<file path="src/rtl/emul_pkg.sv">
package emul_pkg;

    localparam int unsigned OPW  = 32;
    localparam int unsigned DIGW = 8;
    localparam int unsigned PW   = 2 * OPW;
    localparam int unsigned NDIG = OPW / DIGW;
    localparam int unsigned CW   = $clog2(NDIG + 1);

    typedef enum logic [2:0] {
        OP_MUL32  = 3'd0,
        OP_MAC32  = 3'd1,
        OP_SMUL64 = 3'd2,
        OP_SMAC64 = 3'd3,
        OP_UMUL64 = 3'd4,
        OP_UMAC64 = 3'd5
    } op_e;

    typedef struct packed {
        logic [PW-1:0]  mcand;
        logic [OPW-1:0] mplier;
        logic           sgn;
        logic           narrow;
        logic [CW-1:0]  total;
    } job_t;

    function automatic logic op_is_unsigned(input logic [2:0] m);
        return m[2];
    endfunction

    function automatic logic op_is_narrow(input logic [2:0] m);
        return (m[2] == 1'b0) && (m[1] == 1'b0);
    endfunction

    function automatic logic op_is_accum(input logic [2:0] m);
        return m[0];
    endfunction

    // Smallest digit count after which the unconsumed bits are redundant.
    function automatic logic [CW-1:0] digits_needed(input logic [OPW-1:0] b,
                                                    input logic uns);
        logic [CW-1:0] n;
        logic [OPW-1:0] mask;
        n = CW'(NDIG);
        for (int k = NDIG - 1; k >= 1; k--) begin
            mask = {OPW{1'b1}} << (DIGW * k);
            if (((b & mask) == '0) || (!uns && ((b & mask) == mask)))
                n = CW'(k);
        end
        return n;
    endfunction

endpackage

</file>
<file path="src/rtl/emul_len_detect.sv">
module emul_len_detect
    import emul_pkg::*;
(
    input  logic [OPW-1:0] mplier,
    input  logic           uns,
    output logic [CW-1:0]  count
);
    always_comb count = digits_needed(mplier, uns);
endmodule

</file>
<file path="src/rtl/emul_step.sv">
module emul_step
    import emul_pkg::*;
(
    input  logic [PW-1:0]   mcand,
    input  logic [DIGW-1:0] digit,
    input  logic            fold,
    input  logic [CW-1:0]   pos,
    output logic [PW-1:0]   pp
);
    logic [PW-1:0] raw;
    logic [PW-1:0] adj;

    // fold turns the digit into digit - 2^DIGW, which carries the negative
    // weight of all discarded upper multiplier bits.
    always_comb begin
        raw = mcand * PW'(digit);
        adj = fold ? (raw - (mcand << DIGW)) : raw;
        pp  = adj << (DIGW * pos);
    end
endmodule

</file>
<file path="src/rtl/emul_mult.sv">
module emul_mult
    import emul_pkg::*;
(
    input  logic              clk,
    input  logic              rst,
    input  logic              start,
    input  logic [2:0]        mode,
    input  logic [OPW-1:0]    op_a,
    input  logic [OPW-1:0]    op_b,
    input  logic [PW-1:0]     acc_in,
    output logic              busy,
    output logic              done,
    output logic [PW-1:0]     result,
    output logic [CW-1:0]     iters
);

    job_t           job;
    job_t           job_new;
    logic [PW-1:0]  acc;
    logic [CW-1:0]  idx;
    logic [CW-1:0]  need;
    logic [PW-1:0]  pp;
    logic [PW-1:0]  sum;
    logic [DIGW-1:0] digit;
    logic           last;
    logic           fold;
    logic           accept;

    emul_len_detect u_len (
        .mplier (op_b),
        .uns    (op_is_unsigned(mode)),
        .count  (need)
    );

    always_comb begin
        job_new.mcand  = op_is_unsigned(mode) ? {{OPW{1'b0}}, op_a}
                                              : {{OPW{op_a[OPW-1]}}, op_a};
        job_new.mplier = op_b;
        job_new.sgn    = !op_is_unsigned(mode);
        job_new.narrow = op_is_narrow(mode);
        job_new.total  = need;
    end

    assign accept = start && !busy;
    assign last   = (idx == job.total - CW'(1));
    assign digit  = DIGW'(job.mplier >> (DIGW * idx));
    assign fold   = last && job.sgn && job.mplier[OPW-1];
    assign sum    = acc + pp;

    emul_step u_step (
        .mcand (job.mcand),
        .digit (digit),
        .fold  (fold),
        .pos   (idx),
        .pp    (pp)
    );

    always_ff @(posedge clk) begin
        if (rst) begin
            job    <= '0;
            acc    <= '0;
            idx    <= '0;
            busy   <= 1'b0;
            done   <= 1'b0;
            result <= '0;
            iters  <= '0;
        end else begin
            done <= 1'b0;
            if (accept) begin
                job  <= job_new;
                acc  <= op_is_accum(mode) ? acc_in : '0;
                idx  <= '0;
                busy <= 1'b1;
            end else if (busy) begin
                acc <= sum;
                idx <= idx + CW'(1);
                if (last) begin
                    busy   <= 1'b0;
                    done   <= 1'b1;
                    iters  <= job.total;
                    result <= job.narrow ? {{OPW{1'b0}}, sum[OPW-1:0]} : sum;
                end
            end
        end
    end

    assert_start_busy_R8: assert property (@(posedge clk) disable iff (rst)
        (start && !busy) |=> busy);

    assert_done_pulse_R8: assert property (@(posedge clk) disable iff (rst)
        done |=> !done);

    assert_done_idle_R8: assert property (@(posedge clk) disable iff (rst)
        done |-> !busy);

    assert_iters_range_R7: assert property (@(posedge clk) disable iff (rst)
        done |-> (iters >= CW'(1) && iters <= CW'(NDIG)));

    assert_narrow_upper_R1: assert property (@(posedge clk) disable iff (rst)
        (done && job.narrow) |-> (result[PW-1:OPW] == '0));

    assert_ignore_start_R9: assert property (@(posedge clk) disable iff (rst)
        (busy && start) |=> (job == $past(job)));

    assert_unsigned_top_R6: assert property (@(posedge clk) disable iff (rst)
        (accept && op_is_unsigned(mode) && op_b[OPW-1]) |=> (job.total == CW'(NDIG)));

endmodule

</file>
<file path="config.mk">
export PLATFORM = sky130hd
export DESIGN_NAME = emul_mult
export DESIGN_NICKNAME = d
export VERILOG_FILES = /design/src/rtl/emul_pkg.sv /design/src/rtl/emul_len_detect.sv /design/src/rtl/emul_step.sv /design/src/rtl/emul_mult.sv
export SDC_FILE = /design/constraint.sdc
export NUM_CORES = 1
export LEC_CHECK = 0
export CAP_MARGIN = 20
export CORE_MARGIN = 5
export CORE_UTILIZATION = 30
export CTS_CLUSTER_DIAMETER = 120
export CTS_CLUSTER_SIZE = 12
export DETAILED_ROUTE_END_ITERATION = 6
export HOLD_SLACK_MARGIN = 0.15
export SLEW_MARGIN = 20
export SYNTH_ARGS = -nofsm -noshare
export SYNTH_HDL_FRONTEND = slang
export SYNTH_SLANG_ARGS = --single-unit
export TNS_END_PERCENT = 30
</file>
<file path="constraint.sdc">
create_clock -name clk -period 15 [get_ports clk]
set_input_delay 3 -clock clk [delete_from_list [all_inputs] [get_ports clk]]
set_output_delay 3 -clock clk [all_outputs]
set_load 0.02 [all_outputs]
</file>
==> results.sh, run 1 <==
export IMPL_wire_per_inst_um=20.61
export IMPL_die_height_um=302.5
export IMPL_stdcell_area_um2=29050
export IMPL_multiInputGateArea_um2=19660
export IMPL_ff_latch_area_um2=4130
export IMPL_setup_ws_ns=2.350
export IMPL_drive_gt1_share_pct=3.510
export IMPL_fin_util_pct=34.18
export IMPL_syn_mean_instance_area_um2=7.822
export IMPL_finalHoldViolCount=0
export IMPL_tightest_slew_ns=1.084
export IMPL_fillers=8998
export IMPL_core_area_um2=85010
export IMPL_cts_resized_gates=0
export IMPL_hpwl_um=71800
export IMPL_io_buffers=202
export IMPL_synth_warnings=0
export IMPL_cp_start_kind="flip-flop"
export IMPL_skew_ns=0.03315
export IMPL_initial_utilization_pct=30.19
export IMPL_final_setup_viol_count=0
export IMPL_synthesis_area_um2=25660
export IMPL_clockBufferDepth=3
export IMPL_io_pins=203
export IMPL_fin_crit_ns=12.65
export IMPL_ctsHoldBuffers=0
export IMPL_die_w_um=302.5
export IMPL_cts_max_level=1
export IMPL_status="finished clean"
export IMPL_synth_edff_count=0
export IMPL_yosysMostFrequentCell="nand2_1"
export IMPL_critPathMaxFanout=96
export IMPL_synthCells=3281
export IMPL_slew_headroom_pct=26.98
export IMPL_ys_types=86
export IMPL_cts_root_buf="clkbuf_16"
export IMPL_via_per_inst=5.480
export IMPL_power_density_nw_per_um2=74.96
export IMPL_cts_tree="built"
export IMPL_grt_pass1_wl_um=142500
export IMPL_end_kind="flip-flop"
export IMPL_gr_total_overflow=0
export IMPL_yosys_area_top_type_share_pct=16.61
export IMPL_yosys_top_cells_area="fa_1, dfxtp_1, ha_1"
export IMPL_wirelength_um=91720
export IMPL_final_max_slew_viol_count=0
export IMPL_synth_commonest_cells="nand2_1, a21oi_1, inv_1"
export IMPL_yosysSeqAreaShare_pct=16.07
export IMPL_post_cts_setup_buffers=0
export IMPL_fin_crit_sh_pct=84.33
export IMPL_p_leak_nw=13.46
export IMPL_grt_max_degree=97
export IMPL_numCtsBuffers=21
export IMPL_rsz0062_at_grt="false"
export IMPL_critical_path_max_stage_delay_ns=0.64
export IMPL_clock_sinks=206
export IMPL_grt_pass1_vias=24308
export IMPL_synth_async_reset_ratio_pct=0
export IMPL_hp_class="reg -> reg"
export IMPL_drc=0
export IMPL_worstPathRequired_ns=15.46
export IMPL_nets=3823
export IMPL_critPathArrivalTime_ns=13.11
export IMPL_critical_path_slowest_cell="a211oi_1"
export IMPL_critPathKind="reg -> reg"
export IMPL_antenna_found_initial=0
export IMPL_die_area_um2=91500
export IMPL_ys_seq_elements=206
export IMPL_place_congestion=0.9437
export IMPL_antenna_left=0
export IMPL_drv_cap=0
export IMPL_dpl_worst_slack_ns=2.613
export IMPL_yosysTopAreaCell="fa_1"
export IMPL_ys_flop_type="dfxtp_1"
export IMPL_synth_fp_nets=3802
export IMPL_grtUsageTotal_pct=19.63
export IMPL_ir_drop_v=0.00007748
export IMPL_tns_ns=0
export IMPL_max_freq_ghz=0.07905
export IMPL_rows=107
export IMPL_vias=24386
export IMPL_dpl_cell_area_um2=28470
export IMPL_drt_initial_drc_count=2182
export IMPL_firstDrtPassIters=6
export IMPL_clk_pin_slew_ns=0.06
export IMPL_syn2layout_area_growth_pct=13.21
export IMPL_clk_latency_ns=0.55
==> stage by stage <==
stage,instances,hold WS (ns),power (W)
floorplan,3281,0.4331,0.001349
finish,4450,0.4529,0.002178
global route,4449,0.4719,0.002316
detailed placement,4423,0.4408,0.001669
CTS,4449,0.4557,0.002177
global placement,4423,0.4399,0.001675
==> layer usage <==
metal  vias to the layer above  GRT usage, %  wire length [um]
li1                      11589             -                 -
met1                     11854         25.84             38990
met2                       794         33.26             43610
met3                       149         3.141              6123
met4                         0         5.951              2996
met5                         -             0                 0
==> worst max-delay path: cells and delay by family, from the launching register on <==
| family | cells | cell delay, ns |
|---|---|---|
| multiplexers | 2 | 0.55 |
| AO/OA/AOI/OAI | 15 | 3.97 |
| buffers and inverters | 5 | 1.31 |
| flip-flops | 1 | 0.33 |
| AND/OR/NAND/NOR | 12 | 2.48 |
| XOR/XNOR | 3 | 0.56 |
| adder cells (fa/ha/maj) | 7 | 3.28 |
==> report_power, final <==
group	switching, W	total (W)	internal [W]
Combinational	0.000669	0.00107	0.000402
Clock	0.000229	0.000494	0.000265
Sequential	0.0000381	0.000613	0.000574
Total	0.000936	0.00218	0.00124
==> final cells by class <==
cell class / count / area share (%)
diodes: 1 / 0.008613
clock buffers: 24 / 1.955
clock inverters: 2 / 0.04737
inverters: 280 / 3.626
multi-input cells: 2568 / 67.66
flip-flops and latches: 206 / 14.22
well taps: 1144 / 4.927
repair buffers: 225 / 7.558
==> state kept, by name, indices dropped and copies added (netlist names) <==
signal / cells
idx: 3
busy: 1
acc: 64
result: 64
job: 70
done: 1
iters: 3
==> kinds of logic (layout without fill, tap and decap cells) <==
family / after synthesis / after routing / share of synthesized area [%]
DFF: 206 / 206 / 16.07
buffers and inverters: 507 / 531 / 7.464
AOI/OAI and AO/OA: 895 / 895 / 23.13
adders and majority gates: 387 / 387 / 25.10
xor gates and xnor gates: 154 / 154 / 5.255
muxes: 55 / 55 / 2.769
other: 0 / 1 / 0
and+or+nand+nor: 1077 / 1077 / 20.21
==> final timing paths <==
path	from	to	slack, ns	cells past startpoint
setup / recovery	idx[2]$_SDFFE_PP0P_	acc[60]$_SDFFE_PP0P_	2.35	44
hold / removal	result[12]$_SDFFE_PP0P_	result[12]$_SDFFE_PP0P_	0.45	2
setup reg to reg	idx[2]$_SDFFE_PP0P_	acc[60]$_SDFFE_PP0P_	2.35	44
hold reg to reg	result[12]$_SDFFE_PP0P_	result[12]$_SDFFE_PP0P_	0.45	2
==> cell usage in the layout (no fill, tap or decap), types with 10 or more instances in the layout <==
master / netlist / final
clkdlybuf4s50_1: 0 / 201
o21ai_0: 112 / 111
o21a_1: 20 / 20
nor3_1: 37 / 36
xor2_1: 65 / 65
a222oi_1: 31 / 31
a21oi_1: 313 / 313
ha_1: 174 / 174
mux2i_1: 26 / 26
and3_1: 244 / 244
nor2_1: 225 / 222
nand2b_1: 21 / 20
xnor2_1: 89 / 89
nand3_1: 41 / 40
nand4_1: 33 / 33
buf_4: 0 / 23
nand2_1: 376 / 375
mux2_2: 18 / 18
inv_1: 277 / 277
clkbuf_16: 0 / 22
dfxtp_1: 206 / 203
nor2b_1: 16 / 16
a21o_1: 73 / 73
o31ai_1: 22 / 22
and2_1: 34 / 34
a211oi_1: 54 / 54
a221oi_1: 35 / 35
mux4_2: 11 / 11
a22o_1: 29 / 29
o211ai_1: 16 / 16
a31oi_1: 30 / 30
fa_1: 213 / 213
a22oi_1: 10 / 10
o21bai_1: 32 / 32
(Power assumes the default switching activity.)
==> run 2: changes to the inputs <==
- clock period: 15 -> 10.2 ns (I/O delays scaled with it)
==> run 2 against run 1 <==
Against the previous run: the flow now finishes with violations (design-rule violations, negative setup slack); via count is 12% higher; core utilization is 8.8 points higher; sequential cell count stayed put; largest cell class unchanged; largest power group unchanged; highest routed layer unchanged.
==> results.sh, run 2 (synthesis results as in run 1) <==
export IMPL_status="complete, but fails checks"
export IMPL_violations="design-rule violations, negative setup slack"
export IMPL_cts_max_level=1
export IMPL_fin_crit_ns=10.60
export IMPL_die_w_um=302.5
export IMPL_worstPathRequired_ns=10.60
export IMPL_final_max_slew_viol_count=0
export IMPL_place_inst=5120
export IMPL_max_freq_ghz=0.09431
export IMPL_drive_gt1_share_pct=27.39
export IMPL_clock_sinks=206
export IMPL_r2r_end="acc[62]$_SDFFE_PP0P_"
export IMPL_holdCritStartpoint="job[13]$_SDFFE_PP0P_"
export IMPL_core_area_um2=85010
export IMPL_critPathMaxFanout=13
export IMPL_fin_util_pct=43.02
export IMPL_drc=7
export IMPL_critical_path_slowest_cell="mux4_2"
export IMPL_holdPathStages=2
export IMPL_critPathArrivalTime_ns=11.01
export IMPL_numCtsBuffers=21
export IMPL_cp_start_kind="flip-flop"
export IMPL_regMostFlops="job"
export IMPL_power_density_nw_per_um2=110.6
export IMPL_hp_class="reg -> reg"
export IMPL_final_setup_viol_count=33
export IMPL_setup_ws_ns=-0.4038
export IMPL_grt_pass1_vias=27418
export IMPL_grt_busiest_layer="met2"
export IMPL_clk_latency_ns=0.57
export IMPL_drv_cap=0
export IMPL_critPathKind="reg -> reg"
export IMPL_cts_tree="built"
export IMPL_gr_total_overflow=0
export IMPL_ctsHoldBuffers=0
export IMPL_regToRegStartpoint="idx[0]$_SDFFE_PP0P_"
export IMPL_reg_top3="job x70, acc x64, result x64"
export IMPL_grt_pass1_wl_um=154600
export IMPL_clockBufferDepth=3
export IMPL_slew_headroom_pct=22.93
export IMPL_fin_cells=5212
export IMPL_skew_ns=0.02373
export IMPL_nets=4585
export IMPL_grtUsageMet2_pct=36.76
export IMPL_firstDrtPassIters=7
export IMPL_cp_common_cell="fa_1"
export IMPL_cts_root_buf="clkbuf_16"
export IMPL_syn2layout_area_growth_pct=42.51
export IMPL_io_pins=203
export IMPL_fin_crit_sh_pct=104.0
export IMPL_p_leak_nw=17.66
export IMPL_die_area_um2=91500
export IMPL_met1_usage_pct=27.56
export IMPL_wirelength_um=101000
export IMPL_hold_path_end="job[13]$_SDFFE_PP0P_"
export IMPL_fin_hold_ws_ns=0.4520
export IMPL_drt_initial_drc_count=2079
export IMPL_rows=107
export IMPL_via_per_inst=5.241
export IMPL_ir_drop_v=0.0001137
export IMPL_reg2reg_depth=44
export IMPL_finalHoldViolCount=0
export IMPL_grt_max_degree=99
export IMPL_clk_pin_slew_ns=0.06
export IMPL_tns_ns=-7.207
export IMPL_r2r_setup_slack_ns=-0.40
export IMPL_final_common_cell="buf_4"
export IMPL_end_kind="flip-flop"
export IMPL_die_height_um=302.5
export IMPL_antenna_left=0
export IMPL_io_buffers=202
export IMPL_largest_reg_flops=70
export IMPL_layout_common_cells="buf_4, nand2_1, inv_1"
export IMPL_grtUsageTotal_pct=21.19
export IMPL_rsz0062_at_grt="true"
export IMPL_hpwl_um=79500
export IMPL_tightest_slew_ns=1.152
export IMPL_antenna_found_initial=2
export IMPL_initial_utilization_pct=30.19
export IMPL_vias=27315
export IMPL_place_congestion=0.9730
export IMPL_critical_path_max_stage_delay_ns=0.58
export IMPL_wire_per_inst_um=19.37
export IMPL_power_w=0.004045
export IMPL_met3_usage_pct=3.084
[run 2: cell types whose count changed in the layout (fill, tap and decap cells not counted), sizes merged]
cell / delta
buf: +762
clkbuf: -2
bufinv: +1
clkinv: +1
[run 2: area by class of cell]
type,count,area [um^2]
flip-flops and latches,206,4130
clock inverters,4,48.80
repair buffers,987,8083
multi-input cells,2568,21300
inverters,280,1054
well taps,1144,1431
clock buffers,22,529.3
diodes,1,2.502
fillers,8573,48440
[run 2: report_power, final]
part / internal [W] / leakage (nW) / switching, W
registers: 0.000845 / 1.68 / 0.0000449
logic: 0.00115 / 15.7 / 0.00125
clock network: 0.000392 / 0.286 / 0.000354
total: 0.00239 / 17.7 / 0.00165
[run 2: what timing repair did]
action	CTS	global route
cloned	0	1
hold endpoints to repair	0	0
endpoints found under the setup margin	57	78
gates resized for setup	167	164
setup buffers	38	26
pin swaps	73	82
[run 2: per-stage QoR]
| stage | worst slack (ns) | instance area [um^2] |
|---|---|---|
| 6_report | -0.4038 | 36570 |
| 5_1_grt | -0.7782 | 36570 |
| 4_1_cts | -0.3386 | 35510 |
| 3_5_place_dp | -1.037 | 33850 |
| 3_3_place_gp | -0.9983 | 33840 |
| 2_1_floorplan | 0.001482 | 25720 |
[run 2: worst max-delay path by stage]
stage,cells after the start,end,from
floorplan,46,result[63]$_SDFFE_PP0P_,idx[0]$_SDFFE_PP0P_
global placement,45,acc[58]$_SDFFE_PP0P_,idx[0]$_SDFFE_PP0P_
detailed placement,45,acc[58]$_SDFFE_PP0P_,idx[0]$_SDFFE_PP0P_
CTS,45,acc[61]$_SDFFE_PP0P_,idx[0]$_SDFFE_PP0P_
global route,46,acc[62]$_SDFFE_PP0P_,idx[0]$_SDFFE_PP0P_
finish,44,acc[62]$_SDFFE_PP0P_,idx[0]$_SDFFE_PP0P_
[run 2: critical path: cells and delay by family, from the launching register on]
family / cells / cell delay [ns]
adder cells (fa/ha/maj): 7 / 2.95
AO/OA/AOI/OAI: 17 / 3.47
buffers and inverters: 7 / 0.87
multiplexers: 4 / 1.21
flip-flops: 1 / 0.36
XOR/XNOR: 3 / 0.47
AND/OR/NAND/NOR: 6 / 1.09
[run 2: per-layer routing]
metal,vias up,share of wire [%],wire length [um]
li1,13105,-,-
met1,13242,43,43160
met2,801,48,48290
met3,167,6.1,6146
met4,0,3.3,3373
met5,-,0,0
